==> config.mk <==
export PLATFORM = sky130hd
export DESIGN_NAME = i2c_addr_match
export DESIGN_NICKNAME = d
export VERILOG_FILES = /design/src/rtl/i2c_am_pkg.sv /design/src/rtl/i2c_am_sync.sv /design/src/rtl/i2c_am_cond.sv /design/src/rtl/i2c_am_cmp.sv /design/src/rtl/i2c_addr_match.sv
export SDC_FILE = /design/constraint.sdc
export NUM_CORES = 1
export LEC_CHECK = 0
export ABC_AREA = 1
export ABC_CLOCK_PERIOD_IN_PS = 3600
export BUFFER_PORTS_ARGS = -buffer_cell sky130_fd_sc_hd__clkbuf_2
export CAP_MARGIN = 10
export CORE_MARGIN = 4
export CORE_UTILIZATION = 30
export CTS_BUF_LIST = sky130_fd_sc_hd__clkbuf_4 sky130_fd_sc_hd__clkbuf_8
export DETAILED_ROUTE_END_ITERATION = 6
export PLACE_DENSITY = 0.57
export REMOVE_ABC_BUFFERS = 1
export SLEW_MARGIN = 10
export SYNTH_ARGS = -nofsm -noshare
export SYNTH_HDL_FRONTEND = slang
export SYNTH_SLANG_ARGS = --single-unit
==> constraint.sdc <==
create_clock -name clk -period 3.6 [get_ports clk]
set_input_delay 0.36 -clock clk [delete_from_list [all_inputs] [get_ports clk]]
set_output_delay 0.36 -clock clk [all_outputs]
set_load 0.05 [all_outputs]
==> src/rtl/i2c_am_pkg.sv <==
package i2c_am_pkg;
    typedef enum logic [1:0] {
        AM_IDLE,
        AM_ADDR,
        AM_CMP,
        AM_ACK
    } am_state_e;
endpackage

==> src/rtl/i2c_am_sync.sv <==
module i2c_am_sync #(
    parameter int STAGES = 2
) (
    input  logic clk,
    input  logic rst_n,
    input  logic d_i,
    output logic q_o
);
    logic [STAGES-1:0] chain_q;

    always_ff @(posedge clk or negedge rst_n) begin
        if (!rst_n) chain_q <= '1;
        else        chain_q <= {chain_q[STAGES-2:0], d_i};
    end

    assign q_o = chain_q[STAGES-1];
endmodule

==> src/rtl/i2c_am_cond.sv <==
module i2c_am_cond (
    input  logic clk,
    input  logic rst_n,
    input  logic scl_s_i,
    input  logic sda_s_i,
    output logic start_o,
    output logic stop_o,
    output logic rise_o,
    output logic fall_o
);
    logic scl_p_q, sda_p_q;

    always_ff @(posedge clk or negedge rst_n) begin
        if (!rst_n) begin
            scl_p_q <= 1'b1;
            sda_p_q <= 1'b1;
        end else begin
            scl_p_q <= scl_s_i;
            sda_p_q <= sda_s_i;
        end
    end

    assign start_o = scl_s_i & scl_p_q & sda_p_q & ~sda_s_i;
    assign stop_o  = scl_s_i & scl_p_q & ~sda_p_q & sda_s_i;
    assign rise_o  = scl_s_i & ~scl_p_q;
    assign fall_o  = ~scl_s_i & scl_p_q;
endmodule

==> src/rtl/i2c_am_cmp.sv <==
module i2c_am_cmp #(
    parameter int ADDR_W = 7
) (
    input  logic [ADDR_W-1:0] addr_i,
    input  logic [ADDR_W-1:0] own_i,
    input  logic [ADDR_W-1:0] mask_i,
    input  logic              gc_en_i,
    output logic              own_hit_o,
    output logic              gc_hit_o
);
    assign own_hit_o = ((addr_i ^ own_i) & ~mask_i) == '0;
    assign gc_hit_o  = gc_en_i && (addr_i == '0);
endmodule

==> src/rtl/i2c_addr_match.sv <==
module i2c_addr_match #(
    parameter int ADDR_W      = 7,
    parameter int SYNC_STAGES = 2
) (
    input  logic              clk,
    input  logic              rst_n,
    input  logic              scl_i,
    input  logic              sda_i,
    input  logic [ADDR_W-1:0] own_addr_i,
    input  logic [ADDR_W-1:0] addr_mask_i,
    input  logic              gc_en_i,
    output logic              sda_pull_o,
    output logic              hit_o,
    output logic              hit_rw_o,
    output logic              hit_gc_o,
    output logic              selected_o
);
    import i2c_am_pkg::*;

    localparam int BYTE_W = ADDR_W + 1;
    localparam int CNT_W  = $clog2(BYTE_W + 1);
    localparam logic [CNT_W-1:0] LAST_BIT = CNT_W'(BYTE_W - 1);

    typedef struct packed {
        am_state_e         st;
        logic [BYTE_W-1:0] shreg;
        logic [CNT_W-1:0]  cnt;
        logic              pull;
        logic              hit;
        logic              rw;
        logic              gc;
        logic              sel;
    } am_regs_t;

    am_regs_t r_d, r_q;

    // pad synchronisers: index 0 = SCL, index 1 = SDA
    logic [1:0] pad_w, sync_w;
    assign pad_w = {sda_i, scl_i};

    for (genvar g = 0; g < 2; g++) begin : g_sync
        i2c_am_sync #(.STAGES(SYNC_STAGES)) u_sync (
            .clk  (clk),
            .rst_n(rst_n),
            .d_i  (pad_w[g]),
            .q_o  (sync_w[g])
        );
    end

    logic start_w, stop_w, rise_w, fall_w;

    i2c_am_cond u_cond (
        .clk    (clk),
        .rst_n  (rst_n),
        .scl_s_i(sync_w[0]),
        .sda_s_i(sync_w[1]),
        .start_o(start_w),
        .stop_o (stop_w),
        .rise_o (rise_w),
        .fall_o (fall_w)
    );

    logic own_hit_w, gc_hit_w;

    i2c_am_cmp #(.ADDR_W(ADDR_W)) u_cmp (
        .addr_i   (r_q.shreg[BYTE_W-1:1]),
        .own_i    (own_addr_i),
        .mask_i   (addr_mask_i),
        .gc_en_i  (gc_en_i),
        .own_hit_o(own_hit_w),
        .gc_hit_o (gc_hit_w)
    );

    always_comb begin
        r_d     = r_q;
        r_d.hit = 1'b0;
        if (start_w) begin
            r_d.st   = AM_ADDR;
            r_d.cnt  = '0;
            r_d.pull = 1'b0;
            r_d.sel  = 1'b0;
        end else if (stop_w) begin
            r_d.st   = AM_IDLE;
            r_d.pull = 1'b0;
            r_d.sel  = 1'b0;
        end else begin
            unique case (r_q.st)
                AM_ADDR: begin
                    if (rise_w) begin
                        r_d.shreg = {r_q.shreg[BYTE_W-2:0], sync_w[1]};
                        r_d.cnt   = r_q.cnt + 1'b1;
                        if (r_q.cnt == LAST_BIT) r_d.st = AM_CMP;
                    end
                end
                AM_CMP: begin
                    if (fall_w) begin
                        if (own_hit_w || gc_hit_w) begin
                            r_d.st   = AM_ACK;
                            r_d.pull = 1'b1;
                        end else begin
                            r_d.st = AM_IDLE;
                        end
                    end
                end
                AM_ACK: begin
                    if (fall_w) begin
                        r_d.st   = AM_IDLE;
                        r_d.pull = 1'b0;
                        r_d.hit  = 1'b1;
                        r_d.rw   = r_q.shreg[0];
                        r_d.gc   = gc_hit_w;
                        r_d.sel  = 1'b1;
                    end
                end
                default: ;
            endcase
        end
    end

    always_ff @(posedge clk or negedge rst_n) begin
        if (!rst_n) begin
            r_q       <= '0;
            r_q.st    <= AM_IDLE;
        end else begin
            r_q <= r_d;
        end
    end

    assign sda_pull_o = r_q.pull;
    assign hit_o      = r_q.hit;
    assign hit_rw_o   = r_q.rw;
    assign hit_gc_o   = r_q.gc;
    assign selected_o = r_q.sel;
endmodule

==> metrics <==
worst-path maximum fanout=14; largest net degree at the start of global routing=26; post-synthesis sequential area ratio=49.7%; instance count on the critical path=7; DR vias=997; Ys Warns=0; Routed Wire Length=2300 µm; top post-synthesis cells by area=dfrtp_1 37%, dfstp_2 12%, nand2_1 12%; full die area=5350 µm²; final setup TNS=0 ns; Mapped Cells=158; critical path launch point=g_sync[0].u_sync.chain_q[1]; # fillers=434; Hold Vio Cnt, Final=0; layout cells sized above 1=27.3%; register clock-pin slew on the reported worst setup and hold paths=0.09 ns; Total Routing Usage GR=9.70%; CTS tree=built; Post-DP HPWL=1760 µm; placed instance area=1430 µm²; RSZ-0062 raised after global routing=no; vias in the first global route=937; Die X=73.2 µm; Pre-antenna DRT Iters=4; core area=4060 µm²; NumNets Final=204; status=complete, no violations; fin crit share=40.5%; CTS Hold Bufs=0; routability cong.=0.751; slowest CP cell=dfstp_2; VDD IR max=0.257 mV; Synth cell types=25; htree depth=1; synthesized area=1270 µm²; initial core utilization=31.4%; syn_area_per_cell=8.06 µm²; global-route wire length before repair=4050 µm; Top delay family on crit path=flip-flops; # IOs=24; CTS Sinks=25; later-pin clock latency in the skew report=0.27 ns; std cell rows=23; Max Slew Vio Count=0; multi-input logic area=513 µm²; Cell Pwr Density=654 nW/µm²; Slew headroom=57.9%; Max-Cap Viols=0; min Tclk post-route=1.46 ns; worst slew pin tran=0.631 ns; CTS buffer count=3; Buf/Inv on CP=2; vias per cell=4.28; register area=633 µm²; R2R Path Start=g_sync[0].u_sync.chain_q[1]; FF-to-FF path depth=7; Post-route DRC=0; Async S/R FF share, synth=100%; Layout area overhead=16.1%; crit path cell chain=nand2_1 -> inv_1 -> nand2_2 -> nor2_4 -> inv_2 -> nand3_1 -> o21ai_1; CP Class=flip-flop to flip-flop; WP data arrival=1.61 ns; Setup Viol. Count Final=0; Setup Fix Bufs, Post-CTS=0; leading area contributor after synthesis=dfrtp_1; EDFF count, synth=0; clk buf depth=2; port bufs=23; Yosys top cell area share=37.3%; Fmax=0.686 GHz; Routed WL per cell=9.88 µm; FF+latch count, synth=25; Hold Crit Class=primary input to asynchronous set/reset pin; Post-synth top flop=dfrtp_1; CTS resizes=0; initial antenna violation count=0; Worst setup SP type=flip-flop; Final ANT Viol Nets=0; final core occ=36.4%; post-route cell area=1480 µm²; crit-path max cell delay=0.56 ns; leakage power=0.775 nW; Crit. End Element=flip-flop; required time worst endpoint=3.76 ns; total gr overflow=0; Die Ht=73.2 µm; final setup skew=0.00159 ns; antenna fix cells=0; initial drt markers=30; root buf cell=clkbuf_8
-- report_power, final --
| part | internal (mW) | switching (mW) | total, mW |
|---|---|---|---|
| Sequential | 0.368 | 0.0740 | 0.442 |
| Combinational | 0.118 | 0.241 | 0.359 |
| Clock | 0.0774 | 0.0888 | 0.166 |
| Total | 0.563 | 0.404 | 0.967 |
-- metal layers --
| metal | up-vias | global-route usage (%) | share of wire [%] |
|---|---|---|---|
| met4 | 0 | 2.46 | 0.74 |
| met2 | 18 | 15.4 | 45 |
| li1 | 540 | - | - |
| met1 | 437 | 12.4 | 49 |
| met3 | 2 | 3.72 | 5.5 |
| met5 | - | 0 | 0 |
-- layout make-up --
type | instances | area share (%)
flip-flops and latches | 25 | 42.8
well taps | 50 | 4.23
clock buffers | 3 | 2.79
inverters | 29 | 7.36
multi-input cells | 102 | 34.7
clock inverters | 1 | 0.338
repair buffers | 23 | 7.78
-- metrics by stage --
stage | total power, mW | hold slack, ns | setup WS [ns] | std cells
2_1_floorplan | 0.716 | 0.0644 | 2.30 | 156
3_3_place_gp | 0.810 | 0.346 | 2.18 | 229
3_5_place_dp | 0.811 | 0.349 | 2.14 | 229
4_1_cts | 0.981 | 0.114 | 2.13 | 233
5_1_grt | 1.05 | 0.135 | 2.03 | 233
6_report | 0.967 | 0.0959 | 2.14 | 233
-- flip-flops by register name (all words and copies together), names as in the netlist --
| name | flops |
|---|---|
| r_q | 14 |
| g_sync.u_sync.chain_q | 4 |
| hit_gc_o | 1 |
| hit_o | 1 |
| hit_rw_o | 1 |
| sda_pull_o | 1 |
| selected_o | 1 |
| u_cond.scl_p_q | 1 |
| u_cond.sda_p_q | 1 |
-- cell usage in the layout (no fill, tap or decap), drive strengths merged --
master	count
clkinv	1
clkbuf	26
dfrtp	19
nor2	14
or2	1
nand2	46
inv	29
nor3	2
dfstp	6
nand4	2
a21oi	4
xnor2	1
xor2	1
o21ai	14
nand3	16
ha	1
-- worst reg2reg max path: stages (launching register included) --
cell and delay (ns):
dfstp_2 0.56, nand2_1 0.05, inv_1 0.08, nand2_2 0.07, nor2_4 0.26, inv_2 0.17, nand3_1 0.10, o21ai_1 0.06
-- cell families (layout without fill, tap and decap cells) --
group | after synthesis | after routing | share of synthesized area [%]
AOI/OAI and AO/OA | 18 | 18 | 7.37
xor gates and xnor gates | 2 | 2 | 1.38
adders and majority gates | 1 | 1 | 0.982
buffers and inverters | 31 | 56 | 10.0
DFF | 25 | 25 | 49.7
and+or+nand+nor | 81 | 81 | 30.6
-- cells in the mapped netlist, types with 2 or more instances --
library cell / count
inv_1: 24
nand2_1: 41
inv_2: 5
nand4_1: 2
nand3_2: 3
nand2_2: 4
dfrtp_1: 19
o21ai_1: 10
nand3_1: 12
o21ai_0: 4
nor3_1: 2
dfstp_2: 6
a21oi_1: 3
nor2_1: 12
-- final timing paths --
kind	end	slack, ns
setup / recovery	r_q[8]	2.14
hold / removal	r_q[8]	0.1
setup reg to reg	r_q[8]	2.14
hold reg to reg	g_sync[0].u_sync.chain_q[1]	0.36
max in group asynchronous	hit_rw_o	3.10
min in group clk	g_sync[1].u_sync.chain_q[0]	0.16
Power figures use the tool's default switching activity.
